$ cat src/rtl/hbr_pkg.sv
package hbr_pkg;
   typedef enum logic [1:0] {
      LEG_OFF = 2'd0,
      LEG_HI  = 2'd1,
      LEG_LO  = 2'd2
   } leg_req_e;
endpackage

$ cat src/rtl/hbr_sync.sv
module hbr_sync #(
   parameter int W      = 3,
   parameter int STAGES = 2
) (
   input  logic         clk,
   input  logic         rst_n,
   input  logic [W-1:0] d_i,
   output logic [W-1:0] q_o
);
   generate
      if (STAGES < 2) begin : g_bad_stages
         $error("hbr_sync: STAGES must be at least 2");
      end
   endgenerate

   logic [W-1:0] stg_q [STAGES];

   always_ff @(posedge clk or negedge rst_n) begin
      if (!rst_n) begin
         for (int s = 0; s < STAGES; s++) stg_q[s] <= '0;
      end else begin
         stg_q[0] <= d_i;
         for (int s = 1; s < STAGES; s++) stg_q[s] <= stg_q[s-1];
      end
   end

   assign q_o = stg_q[STAGES-1];
endmodule

$ cat src/rtl/hbr_decode.sv
module hbr_decode
   import hbr_pkg::*;
(
   input  logic     dir_mode,
   input  logic     sel_a,
   input  logic     sel_b,
   output leg_req_e req_p1,
   output leg_req_e req_p2
);
   always_comb begin
      if (dir_mode) begin
         // sel_b enables, sel_a picks the direction
         if (!sel_b) begin
            req_p1 = LEG_LO;
            req_p2 = LEG_LO;
         end else if (sel_a) begin
            req_p1 = LEG_LO;
            req_p2 = LEG_HI;
         end else begin
            req_p1 = LEG_HI;
            req_p2 = LEG_LO;
         end
      end else begin
         // one level per leg, both low means float
         unique case ({sel_a, sel_b})
            2'b00:   begin req_p1 = LEG_OFF; req_p2 = LEG_OFF; end
            2'b01:   begin req_p1 = LEG_LO;  req_p2 = LEG_HI;  end
            2'b10:   begin req_p1 = LEG_HI;  req_p2 = LEG_LO;  end
            default: begin req_p1 = LEG_LO;  req_p2 = LEG_LO;  end
         endcase
      end
   end
endmodule

$ cat src/rtl/hbr_leg.sv
module hbr_leg
   import hbr_pkg::*;
#(
   parameter int DEAD_CYC = 5
) (
   input  logic     clk,
   input  logic     rst_n,
   input  logic     kill,
   input  leg_req_e req,
   output logic     hi_on,
   output logic     lo_on
);
   localparam int CW = (DEAD_CYC < 2) ? 1 : $clog2(DEAD_CYC + 1);
   localparam logic [CW-1:0] LAST = CW'(DEAD_CYC - 1);
   localparam logic [CW-1:0] FULL = CW'(DEAD_CYC);

   generate
      if (DEAD_CYC < 1) begin : g_bad_dead
         $error("hbr_leg: DEAD_CYC must be at least 1");
      end
   endgenerate

   logic          hi_q, lo_q;
   logic [CW-1:0] cnt_q;
   leg_req_e      tgt_q;
   leg_req_e      driven;

   assign driven = hi_q ? LEG_HI : (lo_q ? LEG_LO : LEG_OFF);

   always_ff @(posedge clk or negedge rst_n) begin
      if (!rst_n) begin
         hi_q  <= 1'b0;
         lo_q  <= 1'b0;
         cnt_q <= '0;
         tgt_q <= LEG_OFF;
      end else if (kill || req == LEG_OFF) begin
         hi_q  <= 1'b0;
         lo_q  <= 1'b0;
         cnt_q <= '0;
         tgt_q <= LEG_OFF;
      end else if (req == driven) begin
         cnt_q <= '0;
         tgt_q <= req;
      end else if (req != tgt_q) begin
         // new target: break first, restart the gap
         hi_q  <= 1'b0;
         lo_q  <= 1'b0;
         cnt_q <= '0;
         tgt_q <= req;
      end else if (cnt_q == LAST) begin
         hi_q  <= (req == LEG_HI);
         lo_q  <= (req == LEG_LO);
         cnt_q <= '0;
      end else begin
         cnt_q <= cnt_q + 1'b1;
      end
   end

   assign hi_on = hi_q;
   assign lo_on = lo_q;

   // checker-only count of consecutive all-off cycles, saturating
   logic [CW-1:0] gap_q;
   always_ff @(posedge clk or negedge rst_n) begin
      if (!rst_n)              gap_q <= '0;
      else if (hi_q || lo_q)   gap_q <= '0;
      else if (gap_q != FULL)  gap_q <= gap_q + 1'b1;
   end

   assert_no_overlap_R6: assert property (@(posedge clk) disable iff (!rst_n)
      !(hi_q && lo_q));

   assert_kill_off_R7: assert property (@(posedge clk) disable iff (!rst_n)
      kill |=> (!hi_q && !lo_q));

   assert_off_fast_R4: assert property (@(posedge clk) disable iff (!rst_n)
      (req == LEG_OFF) |=> (!hi_q && !lo_q));

   assert_dead_gap_R5: assert property (@(posedge clk) disable iff (!rst_n)
      ($rose(hi_q) || $rose(lo_q)) |-> (gap_q == FULL));
endmodule

$ cat src/rtl/hbr_cmd_decoder.sv
module hbr_cmd_decoder
   import hbr_pkg::*;
#(
   parameter int DEAD_CYC    = 5,
   parameter int SYNC_STAGES = 2
) (
   input  logic       clk,
   input  logic       rst_n,
   input  logic       mode_sel,
   input  logic       ctl_a,
   input  logic       ctl_b,
   input  logic       kill,
   output logic [1:0] hs_on,
   output logic [1:0] ls_on
);
   localparam int NLEG   = 2;
   localparam int NCTL   = 3;

   logic [NCTL-1:0] ctl_s;
   leg_req_e        req [NLEG];

   hbr_sync #(.W(NCTL), .STAGES(SYNC_STAGES)) u_sync (
      .clk   (clk),
      .rst_n (rst_n),
      .d_i   ({mode_sel, ctl_a, ctl_b}),
      .q_o   (ctl_s)
   );

   hbr_decode u_dec (
      .dir_mode (ctl_s[2]),
      .sel_a    (ctl_s[1]),
      .sel_b    (ctl_s[0]),
      .req_p1   (req[0]),
      .req_p2   (req[1])
   );

   generate
      for (genvar g = 0; g < NLEG; g++) begin : g_leg
         hbr_leg #(.DEAD_CYC(DEAD_CYC)) u_leg (
            .clk   (clk),
            .rst_n (rst_n),
            .kill  (kill),
            .req   (req[g]),
            .hi_on (hs_on[g]),
            .lo_on (ls_on[g])
         );
      end
   endgenerate

   assert_reset_off_R9: assert property (@(posedge clk)
      !rst_n |-> (hs_on == 2'b00 && ls_on == 2'b00));
endmodule

$ cat config.mk
export PLATFORM = sky130hd
export DESIGN_NAME = hbr_cmd_decoder
export DESIGN_NICKNAME = d
export VERILOG_FILES = /design/src/rtl/hbr_pkg.sv /design/src/rtl/hbr_sync.sv /design/src/rtl/hbr_decode.sv /design/src/rtl/hbr_leg.sv /design/src/rtl/hbr_cmd_decoder.sv
export SDC_FILE = /design/constraint.sdc
export NUM_CORES = 1
export LEC_CHECK = 0
export CORE_ASPECT_RATIO = 1.75
export CORE_MARGIN = 3
export CORE_UTILIZATION = 38
export CTS_CLUSTER_SIZE = 30
export DETAILED_ROUTE_END_ITERATION = 12
export HOLD_SLACK_MARGIN = 0.15
export SYNTH_ARGS = -nofsm -noshare
export SYNTH_HDL_FRONTEND = slang
export SYNTH_SLANG_ARGS = --single-unit
$ cat constraint.sdc
create_clock -name clk -period 4.1 [get_ports clk]
set_input_delay 0.615 -clock clk [delete_from_list [all_inputs] [get_ports clk]]
set_output_delay 0.615 -clock clk [all_outputs]
set_load 0.02 [all_outputs]
Yosys cells after proc, flatten, opt, wreduce, memory -nomap -nowiden:

Cells that the tools add are included.

* logic and storage cells: 79
* bits of input ports: 6
* register bits: 20

* add/sub/neg operators: 2
* reductions and logical operators: 11
* equality and inequality tests: 14
* muxes and demuxes: 42

Operators by type and width (count)
* $mux 2: 16
* $mux 3: 8
* $mux 1: 16
* $reduce_bool 3->1: 4
* $pmux 2 s2: 2
* $add 3x1->3 const B: 2
* $eq 2x1->1 const B: 3
* $eq 2x2->1 const B: 3
* $eq 3x3->1 const B: 2
* $logic_not 2->1: 3
* $eq 2x2->1: 2
* $ne 2x1->1 const B: 2
* $ne 2x2->1: 2
* $reduce_and 2->1: 2
* $logic_or 1x1->1: 2

Logic depth before layout (Yosys ltp):

* depth in word-level cells: 8
* depth in mapped cells: 6

By module:

A second synthesis with hierarchy kept.

* cells, all modules: 89
* area total of the unflattened synthesis: 982.2 µm²

Modules (own cells, without submodules)
* hbr_leg: sequential area each 175.2 µm², times used 2, area each 379.1 µm², cells an instance 36
* hbr_sync: sequential area each 150.1 µm², times used 1, area each 172.7 µm², cells an instance 9
* hbr_decode: sequential area each 0.0 µm², times used 1, area each 51.3 µm², cells an instance 8

Least setup slack after synthesis:

OpenSTA, ideal clock, no wires.

* path type: register to register
* start: reg u_sync.stg_q (netlist bit u_sync.q_o[2])
* end: reg g_leg[0].u_leg.hi_q
* data required time: 3.979 ns
* clock period less this slack: 1.501 ns
* setup time: 0.121 ns
* cell stages (with the launch flop): 7
* buffers on the path: 1
* arrival time: 1.380 ns
* slack: 2.599 ns
* path through: dfrtp_1 > buf_6 > and4bb_1 > o21ai_0 > a31o_2 > o21ai_1 > a22o_1

* word-level cells in the longest chain between the ends: 6
* elaborated cells between the ends (all ways): 13
* classes of those cells: eq/ne: 4; mux: 5; reduce/logical: 4

Ends and longest elaborated chain
* start, declared: RTL line hbr_sync.sv:16 `logic [W-1:0] stg_q [STAGES];`
* $mux 2 *: RTL line hbr_decode.sv:11 `if (dir_mode) begin`
* $eq 2x1->1: RTL line hbr_leg.sv:51 `hi_q <= (req == LEG_HI);`
* $mux 1: RTL line hbr_leg.sv:50 `end else if (cnt_q == LAST) begin`
* $mux 1: RTL line hbr_leg.sv:44 `end else if (req != tgt_q) begin`
* $mux 1: RTL line hbr_leg.sv:41 `end else if (req == driven) begin`
* $mux 1: RTL line hbr_leg.sv:36 `end else if (kill || req == LEG_OFF) begin`
* end signal, assigned: RTL line hbr_leg.sv:51
* end, declared: RTL line hbr_leg.sv:23 `logic hi_q, lo_q;`

Every way passes the cells marked *; elsewhere a longest branch is shown, timed or not. The select of a mux whose other input is x is not followed.
A chain may end at the register's enable or synchronous reset.

Final worst setup path:

* start: reg g_leg[0].u_leg.hi_q
* end: out hs_on[0]

RTL lines
* end, declared: RTL line hbr_cmd_decoder.sv:13 `output logic [1:0] hs_on,`

No word-level cell between the ends.

==> metrics.cfg <==
[outcome]
status = finished, final reports clean

[cells_and_area]
final_common_cell = dfrtp_1
nFillCells = 274
drive_gt1_frac = 0.0973
n_antenna_cell = 0
fin_util = 0.450
multiInputGateArea_um2 = 532
syn2layout_area_growth_pct = 11.0
regArea_um2 = 500
fin_cells = 140
final_cell_mix = dfrtp_1, clkdlybuf4s50_1, nor2_1
num-nets-final = 124

[route]
drc = 0
wl_per_cell_um = 15.1
ant_nets = 0
drtIter0Drc = 8
vias = 801
viasPerCell = 5.72
wirelength_um = 2120
drt_first_pass_iters = 4

[clocking]
hold_buffers = 0
post_cts_resized = 0
cts_tree = done
cts_max_level = 1
cts_root_buffer = clkbuf_8
cts_buffer_depth = 2
cts_setup_buffers = 0
clk_latency_ps = 260
path_clk_slew_ps = 80
cts_inserted_buffers = 3
cts.sinks = 20

[timing]
skew_ps = 2.63
finalSetupViolCount = 0
hold_ws_ps = 354
finalSetupTns_ps = 0
worst_slew_pin_slew_ps = 872
min_period_over_period = 0.482
period_minus_slack_ps = 1980
drv_slew = 0
hold_viol_final = 0
rsz0062_at_grt = false
max-slew-margin-rel = 0.417
max_clock_freq_ghz = 0.506

[job]
maxCapViolations = 0

[global_route]
grtUsageTotal = 0.137
grt-ovfl-total = 0
grt_first_pass_wirelength_um = 3710
grt_max_degree = 21
grt_pass1_vias = 872
grt_antenna_before_repair = 0

[synthesis]
yosysTopAreaCell = dfrtp_1
ys_types = 45
netlist_area_um2 = 1130
synthArstFlopShare = 1.00
ys_seq_area_frac = 0.443
synth_top_area_frac = 0.443
synth-edff-count = 0
synthCells = 108
yosysWarningCount = 0
ys_top_cells_by_area = dfrtp_1, ha_1, buf_4, buf_6, a21oi_1
post_synth.cell_area_avg_um2 = 10.5
synth.net_count = 118
synthFlopType = dfrtp_1
ys_ff_latch = 20

[critical_path]
startpoint = g_leg[0].u_leg.hi_on
path_cells = clkdlybuf4s50_1
slowest_delay_ps = 640
critPathKind = flop to output port
slowest_stage = clkdlybuf4s50_1
required_ps = 3480
reg2reg_slack_ps = 2220
reg2reg_depth = 5
setup.worst_path.end_class = output port
arrival_ps = 1360
r2r_end = g_leg[1].u_leg.cnt_q[2]
r2r-start = u_sync.q_o[1]
crit_family = buffers and inverters
start_kind = flop
cp_max_fo = 7
crit_buf_inv = 1

[floorplanning]
core_um2 = 2780
die_h_um = 78.1
die_w_um = 47.2
initial_core_util = 0.406
rows = 25
die-area_um2 = 3690
pin_count = 10

[hold_path]
hold_path_class = flop to flop
holdPathEnd = u_sync.q_o[0]
holdPathStages = 0
min_from = u_sync.stg_q[3]

[power]
power.density_nw_per_um2 = 370
peakVddDrop_mv = 0.258
leakage_uw = 0.000539

[place]
place_congestion = 0.783
dp_cells = 136
dp_hpwl_um = 1600
io_buffers = 9

==> cell families (layout without fill, tap and decap cells) <==
logic type / count (synthesis) / count (layout) / share of synthesized area
AOI/OAI and AO/OA: 29 / 29 / 0.203
xor gates and xnor gates: 2 / 2 / 0.0155
adders and majority gates: 4 / 4 / 0.0443
buffers and inverters: 15 / 20 / 0.0864
DFF: 20 / 20 / 0.443
muxes: 1 / 1 / 0.00886
and+or+nand+nor: 37 / 37 / 0.199
==> how the worst max path moves through the flow <==
stage	endpoint	slack (ps)	depth (start not counted)
2_1_floorplan	g_leg[0].u_leg.hi_on	2600	6
3_3_place_gp	g_leg[1].u_leg.hi_on	2070	4
3_5_place_dp	g_leg[1].u_leg.cnt_q[2]	2020	4
4_1_cts	hs_on[0]	2110	1
5_1_grt	g_leg[1].u_leg.cnt_q[1]	2030	5
6_report	hs_on[0]	2120	1
==> final cells by class <==
class | instances | area share
Inverter | 7 | 0.0210
Sequential cell | 20 | 0.399
Clock inverter | 1 | 0.0240
Timing Repair Buffer | 9 | 0.0719
Multi-Input combinational cell | 73 | 0.424
Clock buffer | 3 | 0.0329
Tap cell | 27 | 0.0269
==> state kept, by name, summed over array words and instances (netlist names) <==
name and flops:
g_leg.u_leg.cnt_q 6, g_leg.u_leg.lo_on 2, g_leg.u_leg.tgt_q 4, g_leg.u_leg.hi_on 2
u_sync.q_o 3, u_sync.stg_q 3
==> cell usage after synthesis, types with 2 or more instances <==
cell / count
a22o_1: 3
buf_4: 5
a211oi_1: 2
nor3_1: 3
dfrtp_1: 20
and2_1: 4
nand2_1: 3
o21ai_1: 2
nor2_1: 8
inv_1: 7
nor2b_1: 3
o21ai_0: 3
ha_1: 4
a21oi_1: 6
and2b_1: 3
buf_6: 3
==> through the flow <==
step	power [uW]	setup WS, ps	instance area, um^2
floorplan	254	2600	1130
global placement	267	2070	1180
detailed placement	269	2020	1180
CTS	468	2110	1250
global route	486	2030	1250
finish	464	2120	1250
==> where the power goes <==
| part | leakage [uW] | switching (uW) | internal [uW] |
|---|---|---|---|
| clock | 0.0000357 | 69.1 | 130 |
| sequential | 0.000260 | 10.7 | 205 |
| combinational | 0.000243 | 25.2 | 23.4 |
==> layer usage <==
| layer | global-route usage | up-vias | part of all wire |
|---|---|---|---|
| li1 | - | 390 | - |
| met1 | 0.145 | 390 | 0.39 |
| met2 | 0.243 | 16 | 0.56 |
| met3 | 0.0275 | 5 | 0.031 |
| met4 | 0.0582 | 0 | 0.019 |
| met5 | 0 | - | 0 |
(Power assumes the default switching activity.)
